`config.mk`:
```
export PLATFORM = sky130hd
export DESIGN_NAME = bscan_pin_chain
export DESIGN_NICKNAME = d
export VERILOG_FILES = /design/src/rtl/bscan_pin_pkg.sv /design/src/rtl/bscan_pad_sel.sv /design/src/rtl/bscan_filler_bank.sv /design/src/rtl/bscan_pin_group.sv /design/src/rtl/bscan_pin_chain.sv
export SDC_FILE = /design/constraint.sdc
export NUM_CORES = 1
export LEC_CHECK = 0
export BUFFER_PORTS_ARGS = -buffer_cell sky130_fd_sc_hd__buf_2
export CAP_MARGIN = 20
export CORE_ASPECT_RATIO = 1.5
export CORE_MARGIN = 2
export CORE_UTILIZATION = 30
export CTS_CLUSTER_DIAMETER = 50
export DETAILED_ROUTE_END_ITERATION = 6
export PLACE_DENSITY_LB_ADDON = 0.15
export SETUP_SLACK_MARGIN = 0.5
export SYNTH_ARGS = -nofsm -noshare
export SYNTH_HDL_FRONTEND = slang
export SYNTH_SLANG_ARGS = --single-unit
```
`constraint.sdc`:
```
create_clock -name tck -period 1.79 [get_ports tck]
set_input_delay 0.0895 -clock tck [delete_from_list [all_inputs] [get_ports tck]]
set_output_delay 0.0895 -clock tck [all_outputs]
set_load 0.01 [all_outputs]
```
`src/rtl/bscan_pin_pkg.sv`:
```
package bscan_pin_pkg;

   typedef enum logic [1:0] {
      BSC_FUNC   = 2'b00,
      BSC_EXTEST = 2'b01,
      BSC_CLAMP  = 2'b10,
      BSC_HIGHZ  = 2'b11
   } bscan_mode_e;

   // cells per pin group and their offsets from the group base
   localparam int unsigned BSC_PIN_CELLS = 3;
   localparam int unsigned BSC_OFS_CTRL  = 0;
   localparam int unsigned BSC_OFS_DATA  = 1;
   localparam int unsigned BSC_OFS_OBS   = 2;

   // safe value for the update latches
   localparam logic BSC_SAFE = 1'b0;

endpackage

```
`src/rtl/bscan_pad_sel.sv`:
```
module bscan_pad_sel
   import bscan_pin_pkg::*;
(
   input  bscan_mode_e mode,
   input  logic        core_do,
   input  logic        core_oe,
   input  logic        upd_data,
   input  logic        upd_ctrl,
   output logic        pad_out,
   output logic        pad_oe
);

   always_comb begin
      unique case (mode)
         BSC_EXTEST, BSC_CLAMP: begin
            pad_out = upd_data;
            pad_oe  = upd_ctrl;
         end
         BSC_HIGHZ: begin
            pad_out = core_do;
            pad_oe  = 1'b0;
         end
         default: begin
            pad_out = core_do;
            pad_oe  = core_oe;
         end
      endcase
   end

endmodule

```
`src/rtl/bscan_filler_bank.sv`:
```
module bscan_filler_bank #(
   parameter int unsigned WIDTH     = 1,
   parameter bit          CAP_VALUE = 1'b0
) (
   input  logic             tck,
   input  logic             trst_n,
   input  logic             capture_dr,
   input  logic             shift_dr,
   input  logic             si,
   output logic [WIDTH-1:0] cell_q
);

   if (WIDTH < 1) begin : g_bad_width
      $error("bscan_filler_bank: WIDTH must be at least 1");
   end

   logic [WIDTH-1:0] shift_nxt;

   if (WIDTH == 1) begin : g_single
      assign shift_nxt = si;
   end else begin : g_multi
      assign shift_nxt = {si, cell_q[WIDTH-1:1]};
   end

   always_ff @(posedge tck or negedge trst_n) begin
      if (!trst_n) begin
         cell_q <= '0;
      end else if (capture_dr) begin
         cell_q <= {WIDTH{CAP_VALUE}};
      end else if (shift_dr) begin
         cell_q <= shift_nxt;
      end
   end

endmodule

```
`src/rtl/bscan_pin_group.sv`:
```
module bscan_pin_group
   import bscan_pin_pkg::*;
#(
   parameter bit OPEN_DRAIN = 1'b0
) (
   input  logic                     tck,
   input  logic                     trst_n,
   input  logic                     capture_dr,
   input  logic                     shift_dr,
   input  logic                     update_dr,
   input  bscan_mode_e              mode,
   input  logic                     si,
   input  logic                     core_do,
   input  logic                     core_oe,
   input  logic                     pad_in,
   output logic [BSC_PIN_CELLS-1:0] cell_q,
   output logic                     pad_out,
   output logic                     pad_oe,
   output logic                     pad_weak_hi
);

   logic obs_q;
   logic data_q;
   logic ctrl_q;
   logic data_upd;
   logic ctrl_upd;

   // shift stage: observe -> data -> control, toward the tdo end
   always_ff @(posedge tck or negedge trst_n) begin
      if (!trst_n) begin
         obs_q  <= 1'b0;
         data_q <= 1'b0;
         ctrl_q <= 1'b0;
      end else if (capture_dr) begin
         obs_q  <= pad_in;
         data_q <= core_do;
         ctrl_q <= core_oe;
      end else if (shift_dr) begin
         obs_q  <= si;
         data_q <= obs_q;
         ctrl_q <= data_q;
      end
   end

   // update stage, half a cycle after the last shift edge
   always_ff @(negedge tck or negedge trst_n) begin
      if (!trst_n) begin
         data_upd <= BSC_SAFE;
         ctrl_upd <= BSC_SAFE;
      end else if (update_dr) begin
         data_upd <= data_q;
         ctrl_upd <= ctrl_q;
      end
   end

   always_comb begin
      cell_q               = '0;
      cell_q[BSC_OFS_CTRL] = ctrl_q;
      cell_q[BSC_OFS_DATA] = data_q;
      cell_q[BSC_OFS_OBS]  = obs_q;
   end

   bscan_pad_sel u_sel (
      .mode     (mode),
      .core_do  (core_do),
      .core_oe  (core_oe),
      .upd_data (data_upd),
      .upd_ctrl (ctrl_upd),
      .pad_out  (pad_out),
      .pad_oe   (pad_oe)
   );

   if (OPEN_DRAIN) begin : g_od
      assign pad_weak_hi = ~pad_oe;
   end else begin : g_pp
      assign pad_weak_hi = 1'b0;
   end

endmodule

```
`src/rtl/bscan_pin_chain.sv`:
```
module bscan_pin_chain
   import bscan_pin_pkg::*;
#(
   parameter int unsigned          NUM_PINS        = 8,
   parameter int unsigned          FILL_CELLS      = 3,
   parameter bit                   FILL_VALUE      = 1'b0,
   parameter logic [NUM_PINS-1:0]  OPEN_DRAIN_MASK = {NUM_PINS{1'b0}}
) (
   input  logic                tck,
   input  logic                trst_n,
   input  logic                tdi,
   input  logic                capture_dr,
   input  logic                shift_dr,
   input  logic                update_dr,
   input  logic [1:0]          mode,
   input  logic [NUM_PINS-1:0] core_do,
   input  logic [NUM_PINS-1:0] core_oe,
   output logic [NUM_PINS-1:0] core_di,
   input  logic [NUM_PINS-1:0] pad_in,
   output logic [NUM_PINS-1:0] pad_out,
   output logic [NUM_PINS-1:0] pad_oe,
   output logic [NUM_PINS-1:0] pad_weak_hi,
   output logic                tdo
);

   localparam int unsigned SEG_CELLS = BSC_PIN_CELLS + FILL_CELLS;
   localparam int unsigned CHAIN_LEN = NUM_PINS * SEG_CELLS;

   if (NUM_PINS < 1) begin : g_bad_pins
      $error("bscan_pin_chain: NUM_PINS must be at least 1");
   end
   if (FILL_CELLS > 64) begin : g_bad_fill
      $error("bscan_pin_chain: FILL_CELLS above 64");
   end
   if (CHAIN_LEN > 4096) begin : g_bad_len
      $error("bscan_pin_chain: chain longer than 4096 cells");
   end

   bscan_mode_e       mode_e;
   logic [CHAIN_LEN-1:0] chain_q;

   assign mode_e  = bscan_mode_e'(mode);
   assign core_di = pad_in;
   assign tdo     = chain_q[0];

   for (genvar k = 0; k < NUM_PINS; k++) begin : g_seg
      localparam int unsigned BASE = k * SEG_CELLS;
      logic top_si;
      logic grp_si;

      if (k == NUM_PINS - 1) begin : g_head
         assign top_si = tdi;
      end else begin : g_link
         assign top_si = chain_q[BASE + SEG_CELLS];
      end

      if (FILL_CELLS > 0) begin : g_fill
         bscan_filler_bank #(
            .WIDTH     (FILL_CELLS),
            .CAP_VALUE (FILL_VALUE)
         ) u_fill (
            .tck        (tck),
            .trst_n     (trst_n),
            .capture_dr (capture_dr),
            .shift_dr   (shift_dr),
            .si         (top_si),
            .cell_q     (chain_q[BASE + SEG_CELLS - 1 : BASE + BSC_PIN_CELLS])
         );
         assign grp_si = chain_q[BASE + BSC_PIN_CELLS];
      end else begin : g_nofill
         assign grp_si = top_si;
      end

      bscan_pin_group #(
         .OPEN_DRAIN (OPEN_DRAIN_MASK[k])
      ) u_pin (
         .tck         (tck),
         .trst_n      (trst_n),
         .capture_dr  (capture_dr),
         .shift_dr    (shift_dr),
         .update_dr   (update_dr),
         .mode        (mode_e),
         .si          (grp_si),
         .core_do     (core_do[k]),
         .core_oe     (core_oe[k]),
         .pad_in      (pad_in[k]),
         .cell_q      (chain_q[BASE + BSC_PIN_CELLS - 1 : BASE]),
         .pad_out     (pad_out[k]),
         .pad_oe      (pad_oe[k]),
         .pad_weak_hi (pad_weak_hi[k])
      );
   end

endmodule

```
==> metrics <==
Clk pwr share 44.1%; Total Routing Usage GR 12.3%; Ant. Diodes 0; sequential power share 38.6%; Die X 87.7 µm; clock tree root buffer cell clkbuf_16; Synth top area share a little under two fifths; total grt overflow 0; Synth cell types 17; largest net degree at the start of global routing 73; fin. max-slew vios 0; initial core utilization 30.9%; Avg Cell Area, Syn 11.5 µm²; Gate power share 17.3%; Synth area leaders dfrtp_1 38%, mux2i_1 15%, dfrtn_1 13%; Core ar. 0.0102 mm²; Pwr Density approximately 1000 mW/mm²; vias in the first global route 2128; Total Nets Final about 380; worst path arrival time ~2000 ps; Syn Inst Count ~270; Worst Clk Skew 16.4 ps; CTS Hold Buffers Added 10; clock latency on the worst-skew pair 330 ps; Min-Delay Path Class in2async; Layout area overhead 32.5%; CP Cell Sequence mux2_4, buf_6; Switch Pwr ~0.96 mW; CP Capture Type output port; GPL Wtd Cong 0.693; share of layout cells above drive strength 1 38.7%; Rows 45; DR DRC count 0; first-pass GRT wire length 10700 µm; vias per inst 4.23; initial antenna violation count 0; CP Launch Type flop; average routed wire per standard cell 13.3 µm; DRT Wirelength 6610 µm; placed instance area 0.00346 mm²; CTS buffer count 9; total negative slack -3510 ps; first-pass iteration count of the detailed router 4; cell family with the largest share of critical-path delay flip-flops; violated checks negative hold slack, negative setup slack; Final ANT Viol Nets 0; Max Buffers Root-to-Sink 2; TritonCTS clock tree yes; worst vdd ir 0.460 mV; Final WS setup -263 ps; port buffer count 56; Final Cell Area 0.00418 mm²; HPWL after DPL 4220 µm; Max FO, Critical Path 2; endpoints failing setup 16; max incr delay on CP 350 ps; clk slew on worst S/H paths 60 ps; kind of critical path reg2out; depth of the CTS H-tree 3; CTS Sinks 64; outcome complete, but fails checks; CP bufs+invs 1; Fillers 1004; via count 2094; Setup WS pre-CTS 12.6 ps; static leakage 2.17 nW; dominant cell type by area after synthesis dfrtp_1; Final Hold Viols 39; Fin Hold WS -229 ps; unrepaired setup endpoints after global routing yes; Die Span Y 130 µm; slowest CP cell dfrtn_1; Int Pwr between 3 and 4 mW; DR iter-0 viols 70; Top Ports 65; area of the mapped netlist about 0.0032 mm²; number of max-cap violations 0; Seq/Total Area, Yosys 50.8%; yosys warns 0; #FFs+latches synth 64; die area between 0.01 and 0.015 mm²; CP Data Required Time approximately 1700 ps; Sw Share 22.5%
-- repair_timing --
action | CTS | global route
pin swaps | 0 | 1
buffers inserted | 18 | 11
cloned | 0 | 0
endpoints found under the setup margin | 32 | 32
resized for setup | 9 | 5
endpoints found under the hold margin | 49 | 39
-- final timing paths --
kind / slack, ps / depth (start not counted) / startpoint / to
min: -230 / 2 / trst_n / g_seg[6].u_pin.ctrl_q
max: -260 / 2 / g_seg[6].u_pin.data_upd / pad_out[6]
min in group tck: 0 / 3 / core_do[5] / g_seg[5].u_pin.data_q
min reg2reg: 460 / 1 / g_seg[3].u_pin.data_upd / g_seg[3].u_pin.data_upd
max reg2reg: 110 / 1 / g_seg[5].u_pin.ctrl_q / g_seg[5].u_pin.ctrl_upd
max in group asynchronous: 960 / 2 / trst_n / g_seg[0].u_pin.data_upd
-- synth_stat cells --
cell and n:
a22o_1 7, buf_12 3, buf_2 3, buf_4 33, buf_6 4, clkbuf_1 7, conb_1 1, dfrtn_1 16
dfrtp_1 48, ha_1 1, inv_1 2, mux2_2 24, mux2i_1 48, nand2_1 26, nor2_1 24, nor2b_2 1
o21ai_0 25
-- placed cells by master (no fill, tap or decap) --
cell,count
ha_1,1
clkbuf_1,2
mux2i_1,48
clkinv_2,1
dfrtp_1,48
clkbuf_16,9
nor2_1,24
nor2b_2,1
bufinv_16,2
a22o_1,7
buf_6,8
mux2_2,2
buf_4,37
o21ai_1,1
nand2_1,26
conb_1,8
o21ai_0,24
mux2_4,22
buf_2,48
inv_1,2
dlygate4sd3_1,10
buf_12,5
clkbuf_8,2
dfrtn_1,16
-- through the flow --
| stage | hold slack (ps) | utilization [%] | std cells | power, mW |
|---|---|---|---|---|
| floorplan | -206 | - | 280 | 2.15 |
| CTS | -218 | 40.0 | 484 | 4.27 |
| global placement | 121 | 34.0 | 440 | 2.24 |
| finish | -229 | 41.0 | 495 | 4.26 |
| detailed placement | 126 | 34.0 | 440 | 2.25 |
| global route | -213 | 41.0 | 495 | 4.47 |
-- cell families (layout without fill, tap and decap cells) --
family	count (synthesis)	after routing	share of synthesized area, %
AOI/OAI and AO/OA	32	32	5.91
adders and majority gates	1	1	0.397
buffers and inverters	52	126	12.7
DFF	64	64	50.8
muxes	72	72	23.8
other	1	8	0.119
and+or+nand+nor	51	51	6.23
-- registers in the layout (all words and copies together) (netlist names) --
register	flops
g_seg.u_pin.obs_q	8
g_seg.g_fill.u_fill.cell_q	24
g_seg.u_pin.ctrl_q	8
g_seg.u_pin.data_q	8
g_seg.u_pin.data_upd	8
g_seg.u_pin.ctrl_upd	8
-- final cells by class --
class,count,area (µm²),share of cell area [%]
multi-input cells,164,1260,30.1
well taps,141,176,4.22
clock buffers,13,260,6.23
clock inverters,3,65.1,1.56
flip-flops and latches,64,1600,38.3
repair buffers,108,808,19.3
inverters,2,7.51,0.180
-- power groups by stage --
stage	registers, mW	clock network, mW	logic (mW)
CTS	1.64	1.93	0.697
finish	1.64	1.88	0.736
global route	1.66	2.00	0.809
floorplan	1.65	0	0.495
detailed placement	1.68	0	0.570
global placement	1.67	0	0.565
-- metal layers --
metal	vias to the layer above	routed length [µm]	share of wire, %	track usage, %
li1	1037	-	-	-
met1	1013	2960	45	15.5
met5	-	0	0	0
met3	8	216	3.3	3.44
met2	36	3330	50	20.3
met4	0	99	1.5	4.07
No activity file was read; power rests on OpenSTA's default activity.
